==> config.mk <==
export PLATFORM = sky130hd
export DESIGN_NAME = link_retry_engine
export DESIGN_NICKNAME = d
export VERILOG_FILES = /design/src/rtl/retry_pkg.sv /design/src/rtl/retry_store.sv /design/src/rtl/retry_tx.sv /design/src/rtl/retry_rx.sv /design/src/rtl/link_retry_engine.sv
export SDC_FILE = /design/constraint.sdc
export NUM_CORES = 1
export LEC_CHECK = 0
export BUFFER_PORTS_ARGS = -buffer_cell sky130_fd_sc_hd__buf_4
export CORE_UTILIZATION = 56
export DETAILED_ROUTE_END_ITERATION = 6
export PLACE_DENSITY = 0.82
export SETUP_SLACK_MARGIN = 0.4
export SYNTH_ARGS = -nofsm -noshare
export SYNTH_HDL_FRONTEND = slang
export SYNTH_SLANG_ARGS = --single-unit
==> constraint.sdc <==
create_clock -name clk -period 7.9 [get_ports clk]
set_clock_uncertainty 0.2 [all_clocks]
set_input_delay 1.58 -clock clk [delete_from_list [all_inputs] [get_ports clk]]
set_output_delay 1.58 -clock clk [all_outputs]
set_load 0.02 [all_outputs]
==> src/rtl/retry_pkg.sv <==
package retry_pkg;
    localparam int SEQ_W = 12;
    localparam int HALF_SPACE = 1 << (SEQ_W - 1);
    typedef logic [SEQ_W-1:0] seq_t;
endpackage

==> src/rtl/retry_store.sv <==
module retry_store #(
    parameter int DATA_W = 32,
    parameter int DEPTH  = 32,
    localparam int AW    = $clog2(DEPTH)
) (
    input  logic              clk,
    input  logic              wr_en,
    input  logic [AW-1:0]     wr_addr,
    input  logic [DATA_W-1:0] wr_data,
    input  logic [AW-1:0]     rd_addr,
    output logic [DATA_W-1:0] rd_data
);
    logic [DATA_W-1:0] slot_q [DEPTH];

    always_ff @(posedge clk) begin
        if (wr_en) slot_q[wr_addr] <= wr_data;
    end

    assign rd_data = slot_q[rd_addr];
endmodule

==> src/rtl/retry_tx.sv <==
module retry_tx
    import retry_pkg::*;
#(
    parameter int DATA_W     = 32,
    parameter int DEPTH      = 32,
    parameter int TIMEOUT    = 256,
    parameter int MAX_REPLAY = 4
) (
    input  logic              clk,
    input  logic              rst_n,
    input  logic              up_valid,
    input  logic [DATA_W-1:0] up_data,
    output logic              up_ready,
    output logic              tx_valid,
    output seq_t              tx_seq,
    output logic [DATA_W-1:0] tx_data,
    input  logic              ack_valid,
    input  logic              ack_nak,
    input  seq_t              ack_seq,
    output logic              retrain
);
    localparam int AW = $clog2(DEPTH);
    localparam int TW = $clog2(TIMEOUT + 1);
    localparam int CW = $clog2(MAX_REPLAY + 1);

    typedef struct packed {
        seq_t              next_seq;
        seq_t              acked;
        logic              replaying;
        seq_t              rep_seq;
        logic [TW-1:0]     timer;
        logic [CW-1:0]     rep_cnt;
        logic              retrain;
        logic              tx_valid;
        logic              tx_rep;
        seq_t              tx_seq;
        logic [DATA_W-1:0] tx_data;
    } tx_state_t;

    tx_state_t s_q, s_d;
    seq_t pending, ack_off, last_seq, pend_new;
    logic ack_hit, accept, start, wr_en;
    logic [DATA_W-1:0] rd_data;

    retry_store #(.DATA_W(DATA_W), .DEPTH(DEPTH)) u_store (
        .clk     (clk),
        .wr_en   (wr_en),
        .wr_addr (s_q.next_seq[AW-1:0]),
        .wr_data (up_data),
        .rd_addr (s_q.rep_seq[AW-1:0]),
        .rd_data (rd_data)
    );

    assign pending  = s_q.next_seq - s_q.acked - 1'b1;
    assign ack_off  = ack_seq - s_q.acked;
    assign last_seq = s_q.next_seq - 1'b1;
    assign ack_hit  = ack_valid && (ack_off != '0) && (ack_off <= pending);
    assign up_ready = !s_q.replaying && (pending < SEQ_W'(DEPTH));
    assign accept   = up_valid && up_ready;

    always_comb begin
        s_d          = s_q;
        s_d.tx_valid = 1'b0;
        s_d.tx_rep   = 1'b0;
        s_d.retrain  = 1'b0;
        wr_en        = 1'b0;
        start        = 1'b0;
        if (ack_hit) begin
            s_d.acked   = ack_seq;
            s_d.rep_cnt = '0;
        end
        if (s_q.replaying) begin
            s_d.tx_valid = 1'b1;
            s_d.tx_rep   = 1'b1;
            s_d.tx_seq   = s_q.rep_seq;
            s_d.tx_data  = rd_data;
            s_d.rep_seq  = s_q.rep_seq + 1'b1;
            if (s_q.rep_seq == last_seq) begin
                s_d.replaying = 1'b0;
                s_d.timer     = '0;
            end
        end else begin
            if (accept) begin
                s_d.tx_valid = 1'b1;
                s_d.tx_seq   = s_q.next_seq;
                s_d.tx_data  = up_data;
                s_d.next_seq = s_q.next_seq + 1'b1;
                wr_en        = 1'b1;
            end
            if (ack_hit || pending == '0) begin
                s_d.timer = '0;
            end else if (s_q.timer == TW'(TIMEOUT - 1)) begin
                start = 1'b1;
            end else begin
                s_d.timer = s_q.timer + 1'b1;
            end
        end
        pend_new = s_d.next_seq - s_d.acked - 1'b1;
        if (ack_valid && ack_nak && pend_new != '0) start = 1'b1;
        if (start) begin
            s_d.replaying = 1'b1;
            s_d.rep_seq   = s_d.acked + 1'b1;
            s_d.timer     = '0;
            if (s_d.rep_cnt == CW'(MAX_REPLAY - 1)) begin
                s_d.rep_cnt = '0;
                s_d.retrain = 1'b1;
            end else begin
                s_d.rep_cnt = s_d.rep_cnt + 1'b1;
            end
        end
    end

    always_ff @(posedge clk) begin
        if (!rst_n) begin
            s_q       <= '0;
            s_q.acked <= '1;
        end else begin
            s_q <= s_d;
        end
    end

    assign tx_valid = s_q.tx_valid;
    assign tx_seq   = s_q.tx_seq;
    assign tx_data  = s_q.tx_data;
    assign retrain  = s_q.retrain;

    // outstanding packets never exceed the store
    assert_no_overflow_R3: assert property (@(posedge clk) disable iff (!rst_n)
        pending <= SEQ_W'(DEPTH));
    // resent packets leave in ascending order unless a NAK restarts them
    assert_replay_order_R4: assert property (@(posedge clk) disable iff (!rst_n)
        s_q.tx_rep && $past(s_q.tx_rep) && !$past(ack_valid && ack_nak)
        |-> s_q.tx_seq == $past(s_q.tx_seq) + 1'b1);
    // the timer starts from zero once a replay has finished
    assert_timer_restart_R5: assert property (@(posedge clk) disable iff (!rst_n)
        $fell(s_q.replaying) |-> s_q.timer == '0);
    // a retrain request comes with a replay in progress
    assert_retrain_with_replay_R9: assert property (@(posedge clk) disable iff (!rst_n)
        s_q.retrain |-> s_q.replaying);
endmodule

==> src/rtl/retry_rx.sv <==
module retry_rx
    import retry_pkg::*;
#(
    parameter int DATA_W = 32
) (
    input  logic              clk,
    input  logic              rst_n,
    input  logic              rx_valid,
    input  seq_t              rx_seq,
    input  logic [DATA_W-1:0] rx_data,
    input  logic              rx_crc_ok,
    output logic              dlv_valid,
    output logic [DATA_W-1:0] dlv_data,
    output logic              ctl_valid,
    output logic              ctl_nak,
    output seq_t              ctl_seq
);
    typedef struct packed {
        seq_t              exp_seq;
        logic              nak_sent;
        logic              ctl_valid;
        logic              ctl_nak;
        seq_t              ctl_seq;
        logic              dlv_valid;
        logic [DATA_W-1:0] dlv_data;
    } rx_state_t;

    rx_state_t r_q, r_d;
    seq_t ahead, behind, last_good;

    assign ahead     = rx_seq - r_q.exp_seq;
    assign behind    = r_q.exp_seq - rx_seq;
    assign last_good = r_q.exp_seq - 1'b1;

    always_comb begin
        r_d           = r_q;
        r_d.ctl_valid = 1'b0;
        r_d.dlv_valid = 1'b0;
        if (rx_valid) begin
            if (rx_crc_ok && ahead == '0) begin
                r_d.dlv_valid = 1'b1;
                r_d.dlv_data  = rx_data;
                r_d.exp_seq   = r_q.exp_seq + 1'b1;
                r_d.nak_sent  = 1'b0;
                r_d.ctl_valid = 1'b1;
                r_d.ctl_nak   = 1'b0;
                r_d.ctl_seq   = rx_seq;
            end else if (rx_crc_ok && behind <= SEQ_W'(HALF_SPACE)) begin
                r_d.ctl_valid = 1'b1;
                r_d.ctl_nak   = 1'b0;
                r_d.ctl_seq   = last_good;
            end else if (!r_q.nak_sent) begin
                r_d.nak_sent  = 1'b1;
                r_d.ctl_valid = 1'b1;
                r_d.ctl_nak   = 1'b1;
                r_d.ctl_seq   = last_good;
            end
        end
    end

    always_ff @(posedge clk) begin
        if (!rst_n) r_q <= '0;
        else        r_q <= r_d;
    end

    assign dlv_valid = r_q.dlv_valid;
    assign dlv_data  = r_q.dlv_data;
    assign ctl_valid = r_q.ctl_valid;
    assign ctl_nak   = r_q.ctl_nak;
    assign ctl_seq   = r_q.ctl_seq;

    // every delivery is acknowledged with the number just consumed
    assert_deliver_acked_R6: assert property (@(posedge clk) disable iff (!rst_n)
        r_q.dlv_valid |-> r_q.ctl_valid && !r_q.ctl_nak && r_q.ctl_seq == r_q.exp_seq - 1'b1);
    // two NAKs never go out back to back
    assert_single_nak_R7: assert property (@(posedge clk) disable iff (!rst_n)
        r_q.ctl_valid && r_q.ctl_nak |=> !(r_q.ctl_valid && r_q.ctl_nak));
    // after a NAK the NAK flag is held until good in-order data
    assert_nak_flag_R7: assert property (@(posedge clk) disable iff (!rst_n)
        r_q.ctl_valid && r_q.ctl_nak |-> r_q.nak_sent);
endmodule

==> src/rtl/link_retry_engine.sv <==
module link_retry_engine #(
    parameter int DATA_W                 = 32,
    parameter int REPLAY_DEPTH           = 32,
    parameter int REPLAY_TIMEOUT         = 256,
    parameter int REPLAYS_BEFORE_RETRAIN = 4
) (
    input  logic                          clk,
    input  logic                          rst_n,
    input  logic                          up_valid,
    input  logic [DATA_W-1:0]             up_data,
    output logic                          up_ready,
    output logic                          tx_valid,
    output logic [retry_pkg::SEQ_W-1:0]   tx_seq,
    output logic [DATA_W-1:0]             tx_data,
    input  logic                          rx_valid,
    input  logic [retry_pkg::SEQ_W-1:0]   rx_seq,
    input  logic [DATA_W-1:0]             rx_data,
    input  logic                          rx_crc_ok,
    output logic                          dlv_valid,
    output logic [DATA_W-1:0]             dlv_data,
    output logic                          ctl_out_valid,
    output logic                          ctl_out_nak,
    output logic [retry_pkg::SEQ_W-1:0]   ctl_out_seq,
    input  logic                          ctl_in_valid,
    input  logic                          ctl_in_nak,
    input  logic [retry_pkg::SEQ_W-1:0]   ctl_in_seq,
    output logic                          retrain_req
);
    retry_tx #(
        .DATA_W     (DATA_W),
        .DEPTH      (REPLAY_DEPTH),
        .TIMEOUT    (REPLAY_TIMEOUT),
        .MAX_REPLAY (REPLAYS_BEFORE_RETRAIN)
    ) u_tx (
        .clk       (clk),
        .rst_n     (rst_n),
        .up_valid  (up_valid),
        .up_data   (up_data),
        .up_ready  (up_ready),
        .tx_valid  (tx_valid),
        .tx_seq    (tx_seq),
        .tx_data   (tx_data),
        .ack_valid (ctl_in_valid),
        .ack_nak   (ctl_in_nak),
        .ack_seq   (ctl_in_seq),
        .retrain   (retrain_req)
    );

    retry_rx #(.DATA_W(DATA_W)) u_rx (
        .clk       (clk),
        .rst_n     (rst_n),
        .rx_valid  (rx_valid),
        .rx_seq    (rx_seq),
        .rx_data   (rx_data),
        .rx_crc_ok (rx_crc_ok),
        .dlv_valid (dlv_valid),
        .dlv_data  (dlv_data),
        .ctl_valid (ctl_out_valid),
        .ctl_nak   (ctl_out_nak),
        .ctl_seq   (ctl_out_seq)
    );
endmodule

# == Yosys cells after proc, flatten, opt, wreduce, memory -nomap -nowiden ==
# Memory sizes are Yosys's and may differ from the RTL's. A register that Yosys moved wholly into a read port is not among the register bits.
# Index checks and enable logic that the tools add are counted.
# totals
register_bits,155
mem_bits_rw,1024
in_bits,95
output_inout_bits,94
elab_cells,98
n_memories,1
# op_classes
addsub,15
n_lt_le_gt_ge,3
eq_ne,7
muxes,31
bitwise_logic,1
n_reduce_logical,23
# mem_list
name,depth,width,read_ports,rd_clocked_by_memory_dff,write_ports,line_no,source
u_tx.u_store.slot_q,32,32,1,1,1,retry_store.sv:13,logic [DATA_W-1:0] slot_q [DEPTH];
# ops
operator,n
44-bit 2-to-1 mux,2
12-bit subtractor,5
12-bit by 1-bit adder with 12-bit output (second input constant),4
12-bit by 1-bit subtractor with 12-bit output (second input constant),4
12-bit 2-to-1 mux,3
9-bit 2-to-1 mux,4
33-bit 2-to-1 mux,1
14-bit 2-to-1 mux,2
26-bit 2-to-1 mux,1
12-bit zero test,2
12-bit nonzero test,2
15-bit 2-to-1 mux,1
13-bit 2-to-1 mux,1
12-bit == test,1
12-bit less-or-equal comparator,1
12-bit less-or-equal comparator (second input constant),1
12-bit by 6-bit < comparator with 1-bit output (second input constant),1
1-bit 2-to-1 mux,12
2-bit AND reduction,6
5-bit 2-to-1 mux,2
9-bit by 1-bit adder with 9-bit output (second input constant),1
9-bit by 8-bit == test with 1-bit output (second input constant),1
1-bit logical AND,8
3-bit 2-to-1 mux,2
other kinds (11),12

# == Longest topological paths before layout ==
# Gate-level depths: netlist of run 1.
# logic_depth
word_depth,15
depth_mapped,33
mapped_depth_nobuf,31

# == By module ==
# Synthesis of run 1 repeated with hierarchy kept, for this count alone.
# unflattened
hier_cells,3762
area_unflattened_um2,51728.4
# modules_own_cells
mod,instances,cells_each,area_per_inst_um2,seq_area_each_um2
retry_store,1,2228,39844.5,30749.5
retry_tx,1,995,7673.6,1901.8
retry_rx,1,539,4210.3,1201.2

# == Worst setup path before layout of run 1 ==
# No wires, ideal clock.
# synth_path
kind,input to register
from,input ctl_in_seq[7] (netlist bit)
to,register u_tx.s_q[47] (netlist bit)
setup_ps,116
arrival_time_ps,7802
slack_ps,-217
cell_stages,28
n_path_buf,2
cell_sequence,ha_1 -> clkbuf_1 -> o21ai_0 -> a21o_1 -> a31oi_1 -> or3_1 -> nand3_1 -> ha_1 -> a21o_1 -> maj3_1 -> a221o_1 -> a211oi_4 -> clkbuf_1 -> nor2_1 -> a21oi_1 -> ha_1 -> a21o_1 -> a21oi_1 -> o21bai_1 -> a21oi_1 -> nand3_1 -> a31oi_1 -> a221oi_2 -> a2111oi_4 -> o2111ai_2 -> o311a_4 -> or3_1 -> and3_1
# synth_via
elab_chain_cells,11
# synth_lines
item,line_no,source
"start, declared",link_retry_engine.sv:26,"input logic [retry_pkg::SEQ_W-1:0] ctl_in_seq,"
branches (longest 10 deep; another with 12-bit subtractor),n/a,
26-bit 2-to-1 mux (*),retry_tx.sv:100,if (start) begin
"end, declared",retry_tx.sv:40,"tx_state_t s_q, s_d;"
# Mark *: on every way between the ends.
# A chain may end at the register's enable or synchronous reset.

# == Final worst setup path of run 1 ==
# layout_path
from,input ctl_in_seq[0] (netlist bit)
to,register u_tx.s_q[47] (netlist bit)
# The elaborated chain is that of the path after synthesis.

==> reports/qor.yml, run 1 <==
worst_setup_path:
  path_common_cell: "a21oi_2"
  worstPathRequired_ps: 8290
  cpMaxStageDelayCell: "fa_2"
  arrival_ps: 7620
  r2r_slack_ps: 680
  max_stage_delay_ps: 400
  path_class: "input port to register"
  crit_path_max_fanout: 11
  worst_setup_path_end_kind: "register"
  cp-startpoint: "ctl_in_seq[0]"
  critPathLaunchType: "input port"
  r2r-start: "u_tx.s_q[72]"
cells_and_area:
  regArea_um2: 34000
  drive_gt1_frac: 0.291
  multi_input_area_um2: 14800
  areaGrowthSynthToFinish_pct: 13.6
  fin_nets: 3188
  n_fill_cell: 5555
logic_synthesis:
  synthCells: 2854
  synth_mux_area_frac: 0.163
  ys.flop_type: "edfxtp_1"
  avgSynthCellArea_um2: 17.4
  syn-cell-area_um2: 49800
  synth_adder_area_share: 0.0203
  ys_async_sr_fraction: 0
  synth.net_count: 3027
  synthSimpleGateAreaFrac: 0.0437
  synth_top_family_by_area: "multiplexers"
  synth_seq_area_share: 0.682
  yosysWarnings: 0
  synth_edf_count: 1024
  synth_cell_types: 79
  synth_seq_cells: 1184
  synth_compound_area_frac: 0.0435
  synth_xor_area_frac: 0.0178
route:
  vias: 28700
  viasPerCell: 6.73
  ant_nets: 0
  drt-total-wl_um: 134000
  drt_iter0_markers: 3775
  drc: 0
  drtPass1Iterations: 6
  wl_per_cell_um: 31.4
die:
  core_um2: 87400
  start_util: 0.569
  die_area_um2: 90000
  dieWidth_um: 300
  fp.dieH_um: 300
  rows: 108
  io_pins: 189
grt:
  grt_pass1_vias: 28700
  overflow: 0
  antenna_found_initial: 2
  grt_max_degree: 175
  grt_pass1_wl_um: 193000
  grt_usage: 0.298
sta:
  holdWs_ps: 258
  rsz0062_at_grt: "false"
  slew-limit-headroom: 0.0927
  fin_crit_sh: 0.915
  tightest_slew_ps: 1360
  finalHoldViolations: 0
  drv_slew: 0
  fin_crit_ps: 7230
  finalSetupViolCount: 0
  fmax_mhz: 138
clock_network:
  cts.sinks: 1184
  numCtsBuffers: 111
  cts_buffer_depth: 3
  clk_latency_ps: 700
  cts_root_buf: "clkbuf_16"
  cts.clk_slew.worst_paths_ps: 60
  cts_tree: "built"
  ctsHtreeMaxLevel: 3
placed_design:
  dp_hpwl_um: 72000
  gp_congestion: 0.917
  numPortBuffers: 188
run_status:
  status: "finished, final reports clean"
flow_run:
  drv_cap: 0
power:
  peakVddDrop_v: 0.000243
  p_total_mw: 16.9
  leakage_nw: 18.6
  power_density_nw_per_um2: 300
min_path:
  hp-start: "u_rx.dlv_data[24]"
  hold_path.class: "register to register"
cells by family after synthesis:
family | Yosys count
AO/OA/AOI/OAI | 318
XOR/XNOR | 101
adder cells (fa/ha/maj) | 79
buffers and inverters | 300
flip-flops | 1184
multiplexers | 406
AND/OR/NAND/NOR | 466
what timing repair did:
| item | CTS | global route |
|---|---|---|
| setup endpoints to repair | 0 | 31 |
| hold buffers | 0 | 0 |
| setup buffers | 0 | 2 |
| resized for setup | 0 | 19 |
path summary, 6_finish.rpt:
kind         depth (start not counted)                end
min                                  2  u_rx.dlv_data[24]
max reg2reg                         29       u_tx.s_q[47]
max                                 31       u_tx.s_q[47]
min reg2reg                          2  u_rx.dlv_data[24]
power by group:
part / internal, mW / switching (mW)
sequential: 6.98 / 0.235
clock: 3.21 / 2.39
combinational: 1.95 / 2.18
total: 12.1 / 4.80
area by class of cell:
cell class	count	area share
multi-input combinational	1370	0.262
inverter	69	0.00476
antenna	1	0.0000443
clock inverter	69	0.0135
sequential	1184	0.601
tap	1155	0.0256
clock buffer	140	0.0542
timing repair buffer	279	0.0388
state kept, by name (all words and copies together) (netlist names), named ones only:
name	cells
u_tx.tx_data	32
u_rx.dlv_data	32
u_tx.u_store.slot_q	1024
u_rx.ctl_nak	1
u_rx.ctl_seq	12
u_tx.tx_seq	12
u_rx.r_q	13
u_rx.ctl_valid	1
u_rx.dlv_valid	1
u_tx.s_q	49
u_tx.retrain	1
u_tx.tx_valid	1
cell usage after synthesis, types with 13 or more instances:
library cell / instances / share of area
a21oi_1: 99 / 0.010
nand3_1: 24 / 0.0024
mux4_2: 320 / 0.14
o21ai_0: 42 / 0.0042
clkbuf_1: 110 / 0.0083
edfxtp_1: 1024 / 0.62
and2_1: 18 / 0.0023
nand2b_1: 16 / 0.0020
a21o_1: 21 / 0.0032
nand4_1: 23 / 0.0029
xor2_1: 42 / 0.0074
mux2i_1: 53 / 0.011
and3_1: 19 / 0.0024
dfxtp_1: 160 / 0.064
buf_1: 31 / 0.0023
ha_1: 75 / 0.019
xnor2_1: 59 / 0.010
o22ai_1: 14 / 0.0018
nand2_1: 138 / 0.010
inv_1: 68 / 0.0051
nor3_1: 26 / 0.0026
buf_4: 89 / 0.013
mux2_2: 32 / 0.0072
a211oi_1: 46 / 0.0069
or3_1: 13 / 0.0016
nor2_1: 151 / 0.011
placed cells by master, fill, tap and decap left out, types with 38 or more instances in the layout:
cell / n
mux4_2: 320
nand2_1: 137
dfxtp_1: 154
inv_1: 67
clkbuf_16: 114
ha_1: 70
xnor2_1: 57
nor2_1: 116
buf_4: 271
mux2i_1: 53
xor2_1: 41
a21oi_1: 91
o21ai_0: 38
edfxtp_1: 1024
a211oi_1: 44
layer usage:
| metal | vias up | routed length [um] | track usage |
|---|---|---|---|
| li1 | 11600 | - | - |
| met1 | 14700 | 47800 | 0.391 |
| met2 | 2073 | 66900 | 0.498 |
| met3 | 390 | 13400 | 0.0510 |
| met4 | 2 | 5760 | 0.120 |
| met5 | - | 13 | 0 |
critical path: cells and delay by family:
family                   cells  cell delay (ps)
buffers and inverters        3              330
AND/OR/NAND/NOR              7             1140
AO/OA/AOI/OAI               17             3480
adder cells (fa/ha/maj)      4             1090
through the flow:
stage          setup TNS, ps  setup WS, ps  instances  cell area (um^2)  utilization
4_1_cts                    0           414       4264             56400        0.645
6_report                   0           670       4267             56500        0.646
5_1_grt                    0           340       4267             56500        0.646
3_5_place_dp           -4710          -215       4055             52600        0.601
2_1_floorplan              0           300       2854             49900            -
3_3_place_gp               0          60.8       4055             52600        0.601
No activity file was read; power rests on OpenSTA's default activity.
==> run 2, diff against run 1 <==
--- a/config.mk
+++ b/config.mk
@@ -6,6 +6,7 @@
 export NUM_CORES = 1
 export LEC_CHECK = 0
 export BUFFER_PORTS_ARGS = -buffer_cell sky130_fd_sc_hd__buf_4
+export CORE_MARGIN = 10
 export CORE_UTILIZATION = 56
 export DETAILED_ROUTE_END_ITERATION = 6
 export PLACE_DENSITY = 0.82
==> run 2 against run 1 <==
  * Worst setup slack worse by 28 ps
  * Combinational power about the same
  * First-iteration DRC count down 6.9%
  * Power down 0.94%
  * Highest routed layer unchanged
  * Clock power down 3%
  * Clock-buffer cell count up 13
  * Critical path depth down 4
==> reports/qor.yml, run 2 (synthesis results as in run 1) <==
run_status:
  status: "finished, final reports clean"
route:
  vias: 28400  # -1.2%
  drc: 0  # unchanged
  drtPass1Iterations: 6  # unchanged
  viasPerCell: 6.63  # -1.4%
  ant_nets: 0  # unchanged
  drt-total-wl_um: 130000  # -2.6%
  wl_per_cell_um: 30.5  # -2.8%
  drt_iter0_markers: 3514  # -6.9%
die:
  dieWidth_um: 318  # +6.0%
  die_area_um2: 101000  # +12%
  rows: 109  # +0.93%
  start_util: 0.564  # -0.00522
  fp.dieH_um: 318  # +6.0%
  io_pins: 189  # unchanged
  core_um2: 88200  # +0.93%
clock_network:
  clk_latency_ps: 690  # about the same
  ctsHoldBuffers: 0  # unchanged
  cts_tree: "built"
  cts_buffer_depth: 3  # unchanged
  cts_root_buf: "clkbuf_16"
  cts.sinks: 1184  # unchanged
  ctsHtreeMaxLevel: 3  # unchanged
  numCtsBuffers: 111  # unchanged
  cts.clk_slew.worst_paths_ps: 60  # about the same
worst_setup_path:
  cpMaxStageDelayCell: "a2111oi_1"
  max_stage_delay_ps: 510  # +110 ps
  worst_setup_path_end_kind: "register"
  r2r_slack_ps: 660  # -20 ps
  r2r_cells: 25  # -14%
  critPathLaunchType: "input port"
  reg2reg_to: "u_tx.s_q[47]"
  r2r-start: "u_tx.s_q[72]"
  arrival_ps: 7630  # about the same
  crit_path_max_fanout: 4  # -7
  path_class: "input port to register"
  worstPathRequired_ps: 8270  # -20 ps
placed_design:
  gp_congestion: 0.902  # -1.6%
  dp_cells: 4057  # +0.049%
  numPortBuffers: 188  # unchanged
  placed_area_um2: 52500  # -0.20%
  place_ws_ps: -148  # +67.2 ps
  dp_hpwl_um: 71300  # -1.1%
grt:
  antenna_found_initial: 3  # +1
  grt_pass1_wl_um: 191000  # -1.0%
  grt_pass1_vias: 28500  # -0.85%
  overflow: 0  # unchanged
  grt_usage: 0.251  # -0.0467
  grt_max_degree: 134  # -23%
sta:
  finalSetupViolCount: 0  # unchanged
  rsz0062_at_grt: "false"
  fin_crit_ps: 7260  # +28.1 ps
  fin_crit_sh: 0.919  # +0.00356
  fin_tns_setup_ps: 0  # unchanged
  slew-limit-headroom: 0.228  # +0.135
  tightest_slew_ps: 1160  # -203 ps
  fmax_mhz: 138  # -0.39%
  drv_slew: 0  # unchanged
  finalHoldViolations: 0  # unchanged
  worst_slack_ps: 642  # -28.1 ps
cells_and_area:
  largest_register_ffs: 1024  # unchanged
  final_common_cell: "edfxtp_1"
  multi_input_area_um2: 14900  # +0.64%
  design_area_um2: 56400  # -0.15%
  areaGrowthSynthToFinish_pct: 13.4
  regArea_um2: 34000  # about the same
  final_cell_mix: "edfxtp_1, mux4_2, buf_4"
  regMostFlops: "u_tx.u_store.slot_q"
  drive_gt1_frac: 0.293  # +0.00221
  fin_nets: 3188  # unchanged
  n_fill_cell: 5582  # +0.49%
  final-instance-count-excl-fill: 4276  # +0.21%
  top_regs: "u_tx.u_store.slot_q (1024), u_tx.s_q (49)"
power:
  peakVddDrop_v: 0.000261  # +7.5%
  switching_power_mw: 4.72  # -1.8%
  p_sw_frac: 0.281  # -0.00245
  combPwrFrac: 0.247  # +0.003
  leakage_nw: 18.5  # -0.52%
  intPower_mw: 12.1  # -0.61%
  power_density_nw_per_um2: 297  # -0.80%
  clkPwrFrac: 0.322  # -0.008
  p_seq_frac: 0.430  # +0.004
min_path:
  worstHoldEndpoint: "u_rx.dlv_data[12]"
  holdPathStages: 2  # unchanged
  hp-start: "u_rx.dlv_data[12]"
  hold_path.class: "register to register"
flow_run:
  drv_cap: 0  # unchanged
run 2: worst max path at each step:
stage	slack [ps]	endpoint	cells after the start	from
4_1_cts	430	register	30	u_tx.s_q[73]
5_1_grt	380	u_tx.s_q[47]	31	u_tx.s_q[73]
2_1_floorplan	300	u_tx.s_q[47]	29	ctl_in_seq[0]
6_report	640	u_tx.s_q[47]	27	ctl_in_seq[1]
3_3_place_gp	90	u_tx.s_q[47]	28	ctl_in_seq[5]
3_5_place_dp	-150	u_tx.s_q[64]	29	ctl_in_seq[2]
run 2: worst max-delay path: cells and delay by family:
kind / cells / cell delay [ps]
AO/OA/AOI/OAI: 15 / 3590
adder cells (fa/ha/maj): 3 / 880
buffers and inverters: 2 / 320
AND/OR/NAND/NOR: 7 / 1280
run 2: through the flow:
step | utilization | hold slack (ps) | power [mW]
after global routing | 0.639 | 285 | 17.3
final | 0.639 | 261 | 16.8
after global placement | 0.594 | 243 | 11.2
after CTS | 0.636 | 258 | 16.7
after floorplan | - | 232 | 10.2
after detailed placement | 0.594 | 250 | 11.3
run 2: area by class of cell:
class / count / area share
Sequential cell: 1184 / 0.602
Multi-Input combinational cell: 1370 / 0.264
Clock buffer: 153 / 0.0547
Timing Repair Buffer: 279 / 0.0381
Tap cell: 1165 / 0.0258
Clock inverter: 53 / 0.0103
Inverter: 69 / 0.00477
Antenna cell: 3 / 0.000133
run 2: timing repair:
item,in CTS,in global routing
endpoints found under the setup margin,1,31
setup buffers,0,10
gates resized for setup,1,42
pin swaps,0,31
run 2: power groups by stage:
stage	clock network (mW)	registers, mW	logic [mW]
3_5_place_dp	0	7.35	3.97
4_1_cts	5.45	7.22	4.04
2_1_floorplan	0	7.18	3.00
5_1_grt	5.67	7.25	4.42
3_3_place_gp	0	7.33	3.85
6_report	5.41	7.22	4.15
run 2: metal layers:
metal / global-route usage / vias to the layer above / wire length, um
met5: 0 / - / 18
met4: 0.0930 / 2 / 4990
met3: 0.0491 / 341 / 12300
met2: 0.421 / 1990 / 65700
met1: 0.325 / 14500 / 47300
li1: - / 11600 / -
